$ cat src/rtl/rf_pkg.sv
package rf_pkg;
  localparam int XLEN   = 32;
  localparam int SR_W   = 16;
  localparam int IDX_W  = 3;
  localparam int NDATA  = 2 ** IDX_W;
  localparam int NADDR  = NDATA - 1;             // always-physical address regs
  localparam int NPHYS  = NDATA + NADDR + 2;     // + user and supervisor stack
  localparam int PHYS_W = $clog2(NPHYS);
  localparam int NFLAG  = 7;
  localparam int SUPER_BIT = 13;
  localparam int MASK_LO   = 8;
  localparam int MASK_W    = 3;
  localparam logic [SR_W-1:0] SR_RESET = 16'h2700;
  localparam int unsigned FLAG_POS [NFLAG] = '{0, 1, 2, 3, 4, 13, 15};

  typedef enum logic [1:0] {
    SZ_BYTE = 2'd0,
    SZ_WORD = 2'd1,
    SZ_LONG = 2'd2,
    SZ_LNG2 = 2'd3
  } op_size_e;

  function automatic logic [XLEN-1:0] size_mask(logic [1:0] sz);
    case (op_size_e'(sz))
      SZ_BYTE: return XLEN'(32'h0000_00ff);
      SZ_WORD: return XLEN'(32'h0000_ffff);
      default: return '1;
    endcase
  endfunction

  // slots: data 0..NDATA-1, address next, then user stack, supervisor stack
  function automatic logic [PHYS_W-1:0] phys_idx(logic is_addr, logic [IDX_W-1:0] idx,
                                                  logic sup);
    if (!is_addr)                      return PHYS_W'(idx);
    else if (idx != IDX_W'(NDATA - 1)) return PHYS_W'(NDATA) + PHYS_W'(idx);
    else if (sup)                      return PHYS_W'(NPHYS - 1);
    else                               return PHYS_W'(NPHYS - 2);
  endfunction
endpackage

$ cat src/rtl/rf_status_reg.sv
module rf_status_reg
  import rf_pkg::*;
(
  input  logic              clk_i,
  input  logic              rst_ni,
  input  logic              wr_en_i,
  input  logic [SR_W-1:0]   wr_data_i,
  input  logic              mask_en_i,
  input  logic [MASK_W-1:0] mask_i,
  input  logic [NFLAG-1:0]  set_i,
  input  logic [NFLAG-1:0]  clr_i,
  output logic [SR_W-1:0]   sr_o,
  output logic              super_o
);
  logic [SR_W-1:0] sr_q, sr_d;

  always_comb begin
    sr_d = sr_q;
    if (wr_en_i) begin
      sr_d = wr_data_i;
    end else begin
      if (mask_en_i) sr_d[MASK_LO +: MASK_W] = mask_i;
      for (int i = 0; i < NFLAG; i++) begin
        if (set_i[i]) sr_d[FLAG_POS[i]] = 1'b1;
        if (clr_i[i]) sr_d[FLAG_POS[i]] = 1'b0;  // clear wins
      end
    end
  end

  always_ff @(posedge clk_i or negedge rst_ni) begin
    if (!rst_ni) sr_q <= SR_RESET;
    else         sr_q <= sr_d;
  end

  assign sr_o    = sr_q;
  assign super_o = sr_q[SUPER_BIT];
endmodule

$ cat src/rtl/rf_gpr_bank.sv
module rf_gpr_bank
  import rf_pkg::*;
(
  input  logic              clk_i,
  input  logic              rst_ni,
  input  logic              wr_en_i,
  input  logic [PHYS_W-1:0] wr_phys_i,
  input  logic [XLEN-1:0]   wr_mask_i,
  input  logic [XLEN-1:0]   wr_data_i,
  output logic [XLEN-1:0]   regs_o [NPHYS]
);
  logic [XLEN-1:0] regs_q [NPHYS];

  for (genvar g = 0; g < NPHYS; g++) begin : g_slot
    always_ff @(posedge clk_i or negedge rst_ni) begin
      if (!rst_ni)
        regs_q[g] <= '0;
      else if (wr_en_i && wr_phys_i == PHYS_W'(g))
        regs_q[g] <= (regs_q[g] & ~wr_mask_i) | (wr_data_i & wr_mask_i);
    end
  end

  assign regs_o = regs_q;
endmodule

$ cat src/rtl/rf_read_port.sv
module rf_read_port
  import rf_pkg::*;
(
  input  logic [XLEN-1:0]  regs_i [NPHYS],
  input  logic             super_i,
  input  logic             is_addr_i,
  input  logic [IDX_W-1:0] idx_i,
  input  logic [1:0]       size_i,
  output logic [XLEN-1:0]  data_o
);
  logic [PHYS_W-1:0] phys;

  assign phys   = phys_idx(is_addr_i, idx_i, super_i);
  assign data_o = regs_i[phys] & size_mask(size_i);
endmodule

$ cat src/rtl/rf_banked_sp.sv
module rf_banked_sp
  import rf_pkg::*;
(
  input  logic              clk_i,
  input  logic              rst_ni,
  input  logic              rd0_is_addr_i,
  input  logic [IDX_W-1:0]  rd0_idx_i,
  input  logic [1:0]        rd0_size_i,
  output logic [XLEN-1:0]   rd0_data_o,
  input  logic              rd1_is_addr_i,
  input  logic [IDX_W-1:0]  rd1_idx_i,
  input  logic [1:0]        rd1_size_i,
  output logic [XLEN-1:0]   rd1_data_o,
  input  logic              wr_en_i,
  input  logic              wr_is_addr_i,
  input  logic [IDX_W-1:0]  wr_idx_i,
  input  logic [1:0]        wr_size_i,
  input  logic [XLEN-1:0]   wr_data_i,
  input  logic              sr_wr_en_i,
  input  logic [SR_W-1:0]   sr_wr_data_i,
  input  logic              mask_wr_en_i,
  input  logic [MASK_W-1:0] mask_wr_data_i,
  input  logic [NFLAG-1:0]  flag_set_i,
  input  logic [NFLAG-1:0]  flag_clr_i,
  output logic [SR_W-1:0]   sr_o
);
  localparam int NRD = 2;

  logic            super_q;
  logic [XLEN-1:0] regs [NPHYS];
  logic            rd_is_addr [NRD];
  logic [IDX_W-1:0] rd_idx    [NRD];
  logic [1:0]      rd_size    [NRD];
  logic [XLEN-1:0] rd_data    [NRD];

  rf_status_reg i_status (
    .clk_i, .rst_ni,
    .wr_en_i   (sr_wr_en_i),
    .wr_data_i (sr_wr_data_i),
    .mask_en_i (mask_wr_en_i),
    .mask_i    (mask_wr_data_i),
    .set_i     (flag_set_i),
    .clr_i     (flag_clr_i),
    .sr_o      (sr_o),
    .super_o   (super_q)
  );

  // write steering uses the registered supervisor bit
  rf_gpr_bank i_bank (
    .clk_i, .rst_ni,
    .wr_en_i   (wr_en_i),
    .wr_phys_i (phys_idx(wr_is_addr_i, wr_idx_i, super_q)),
    .wr_mask_i (size_mask(wr_size_i)),
    .wr_data_i (wr_data_i),
    .regs_o    (regs)
  );

  assign rd_is_addr[0] = rd0_is_addr_i;
  assign rd_idx[0]     = rd0_idx_i;
  assign rd_size[0]    = rd0_size_i;
  assign rd_is_addr[1] = rd1_is_addr_i;
  assign rd_idx[1]     = rd1_idx_i;
  assign rd_size[1]    = rd1_size_i;

  for (genvar p = 0; p < NRD; p++) begin : g_rd
    rf_read_port i_port (
      .regs_i    (regs),
      .super_i   (super_q),
      .is_addr_i (rd_is_addr[p]),
      .idx_i     (rd_idx[p]),
      .size_i    (rd_size[p]),
      .data_o    (rd_data[p])
    );
  end

  assign rd0_data_o = rd_data[0];
  assign rd1_data_o = rd_data[1];
endmodule

$ cat config.mk
export PLATFORM = sky130hd
export DESIGN_NAME = rf_banked_sp
export DESIGN_NICKNAME = d
export VERILOG_FILES = /design/src/rtl/rf_pkg.sv /design/src/rtl/rf_status_reg.sv /design/src/rtl/rf_gpr_bank.sv /design/src/rtl/rf_read_port.sv /design/src/rtl/rf_banked_sp.sv
export SDC_FILE = /design/constraint.sdc
export NUM_CORES = 1
export LEC_CHECK = 0
export CORE_UTILIZATION = 35
export CTS_CLUSTER_DIAMETER = 100
export DETAILED_ROUTE_END_ITERATION = 7
export DONT_BUFFER_PORTS = 1
export HOLD_SLACK_MARGIN = 0.05
export SLEW_MARGIN = 15
export SYNTH_ARGS = -nofsm -noshare
export SYNTH_HDL_FRONTEND = slang
export SYNTH_SLANG_ARGS = --single-unit
$ cat constraint.sdc
create_clock -name clk_i -period 2.7 [get_ports clk_i]
set_input_delay 0.27 -clock clk_i [delete_from_list [all_inputs] [get_ports clk_i]]
set_output_delay 0.27 -clock clk_i [all_outputs]
set_load 0.05 [all_outputs]
==> impl_metrics.tcl <==
set metrics [dict create \
    cp-end-kind "output pin" \
    grt.met3_usage 0.0779 \
    placed_cells 3764 \
    setup.worst_path.start_class "flip-flop" \
    antenna_found_initial 7 \
    path_max_fanout 27 \
    nNetsFinal 2930 \
    grt_pass1_wl_um 183000 \
    drive_gt1_frac 0.470 \
    cts_made_buffers 68 \
    hold_viol 560 \
    cts_tree "done" \
    path_class "flip-flop to output pin" \
    rr_worst_depth 5 \
    grt_overflow 0 \
    clk_path_buf_depth 3 \
    ant_nets 0 \
    arrival_ns 3.06 \
    pre_cts_ws_ns -0.504 \
    seqCellArea_sq_mm 0.0140 \
    relSlewSlack -0.629 \
    path_clk_slew_ns 0.05 \
    setup_violations 64 \
    vias 26200 \
    drc 0 \
    multi_input_area_sq_mm 0.0177 \
    coreArea_sq_mm 0.0872 \
    syn_inst 2629 \
    postCtsHoldBufs 60 \
    holdCritPathClass "primary input to async pin" \
    firstDrtPassIters 6 \
    drv_slew 290 \
    h-tree-depth 3 \
    grtUsageMet2 0.409 \
    viasPerCell 6.47 \
    busiest_layer "met2" \
    p_per_area_mw_per_mm2 694 \
    die_h_um 299 \
    drtIter0Drc 3184 \
    gp_congestion 0.922 \
    cts_root_buf "clkbuf_16" \
    grt_usage 0.274 \
    worst-slew-pin-transition_ns 2.44 \
    wl_per_cell_um 31.0 \
    start_util 0.355 \
    r2r_start "i_status.sr_o[13]$_DFFE_PN1P_" \
    fin_hold_ws_ns -0.629 \
    synth.avg_cell_area_sq_um 11.8 \
    clock_latency_ns 0.62 \
    syn_area_sq_mm 0.0309 \
    synth-edff-count 0 \
    finClkSkew_ns 0.0201 \
    synthArstFlopShare 1.00 \
    setup_ws_ns -0.631 \
    ys_seq_elements 560 \
    ys_types 79 \
    yosysWarnings 0 \
    rsz0062_at_grt "yes" \
    hpwl_um 72500 \
    synth_seq_area_share 0.453 \
    p_leak_nw 17.1 \
    area_growth_pct 31.3 \
    row_count 108 \
    drt_wl_total_um 126000 \
    cts.sinks 560 \
    fillers 7607 \
    fin_crit_ns 3.33 \
    fmax_mhz 300 \
    required_ns 2.43 \
    die_area_sq_mm 0.0896 \
    grt_max_degree 561 \
    period_share 1.23 \
    ys.flop_type "dfrtp_1" \
    drv_cap 0 \
    violations "negative hold slack, max-slew violations, negative setup slack" \
    ios 168 \
    first_global_vias 26300 \
    max-vdd-ir-drop_v 0.000423 \
    synth_nets 2717 \
    reg2reg_slack_ns 0.55 \
    io_buffers 0 \
    die_x_um 299 \
    status "finished, violations left" \
    final_cell_count_no_fill 4053 \
    gr-usage-met1 0.359 \
]
[stage by stage]
stage           util  area, sq um  power, mW  TNS, ns
4_1_cts        0.455        39600       27.8   -32.23
3_3_place_gp   0.394        34300       17.2   -16.77
2_1_floorplan      -        31200       15.5   -0.252
5_1_grt        0.466        40600       29.2   -36.51
6_report       0.466        40600       28.2   -33.89
3_5_place_dp   0.394        34300       17.5   -18.43
[critical path, cell delays in order (launching register included)]
cell and delay, ns:
dfstp_2 0.58, buf_12 0.18, and3_4 0.22, a21oi_4 0.08, buf_12 0.21, buf_12 0.18
mux2i_1 0.11, o221ai_1 0.19, nor4bb_4 0.44, buf_12 0.19
[power breakdown]
part | internal, mW | leakage [nW] | switching, mW
sequential | 10.1 | 7.05 | 1.66
combinational | 3.84 | 8.94 | 3.17
clock | 5.57 | 1.11 | 3.80
total | 19.5 | 17.1 | 8.63
[cell type report]
cell class                      count  area share
Clock buffer                       98      0.0484
Timing Repair Buffer              380       0.126
Tap cell                         1155      0.0356
Multi-Input combinational cell   1825       0.437
Clock inverter                     24     0.00733
Antenna cell                        4    0.000246
Sequential cell                   560       0.345
Inverter                            7    0.000647
[metal layers]
metal / vias to the layer above / wire [um]
met5: - / 38
met1: 13400 / 48900
met2: 1773 / 55400
met4: 6 / 7260
li1: 10500 / -
met3: 471 / 14200
[logic make-up (layout without fill, tap and decap cells)]
logic type | Yosys count | count (layout) | synth area share
muxes | 754 | 754 | 0.289
AOI/OAI and AO/OA | 604 | 604 | 0.138
DFF | 560 | 560 | 0.453
and+or+nand+nor | 463 | 467 | 0.0833
buffers and inverters | 248 | 509 | 0.0364
other | 0 | 4 | 0
[repair_timing]
| action | CTS | global route |
|---|---|---|
| gates resized for setup | 264 | 157 |
| gates cloned | 28 | 4 |
| endpoints found under the setup margin | 64 | 64 |
| setup buffers | 58 | 28 |
| pin swaps | 125 | 92 |
| hold endpoints to repair | 1120 | 560 |
[cells in the final DEF, fill, tap and decap left out, types with 55 or more instances in the layout]
cell / instances
mux2_2: 548
buf_12: 111
dlygate4sd3_1: 60
a211oi_1: 57
a21oi_1: 64
dfrtp_1: 556
nor2_1: 55
mux2i_1: 125
o21ai_0: 84
clkbuf_16: 74
nand2_1: 126
buf_4: 142
a211oi_2: 58
[worst max-delay path by stage]
| stage | startpoint | cells after the start | end | slack [ns] |
|---|---|---|---|---|
| 3_3_place_gp | i_status.sr_o[13]$_DFFE_PN1P_ | 7 | rd1_data_o[28] | -0.47 |
| 6_report | i_status.sr_o[13]$_DFFE_PN1P_ | 9 | rd1_data_o[21] | -0.63 |
| 3_5_place_dp | i_status.sr_o[13]$_DFFE_PN1P_ | 6 | rd1_data_o[26] | -0.50 |
| 5_1_grt | i_status.sr_o[13]$_DFFE_PN1P_ | 9 | rd1_data_o[21] | -0.67 |
| 2_1_floorplan | i_status.sr_o[13]$_DFFE_PN1P_ | 8 | rd1_data_o[22] | -0.25 |
| 4_1_cts | i_status.sr_o[13]$_DFFE_PN1P_ | 11 | rd1_data_o[27] | -0.60 |
[cells in the mapped netlist, types with 36 or more instances]
master	instances	area, sq um
dfrtp_1	556	13900
mux2_2	548	6170
mux2i_1	141	1410
nand2_1	139	522
a211oi_1	125	938
clkbuf_1	117	439
o21ai_0	116	581
buf_2	78	390
and3_1	71	444
a21oi_1	68	340
nor2_1	60	225
mux4_2	53	1190
nand3_1	42	210
a221oi_1	40	350
a31oi_1	39	244
o221ai_1	39	342
nor2b_1	36	225
Power figures use the tool's default switching activity.
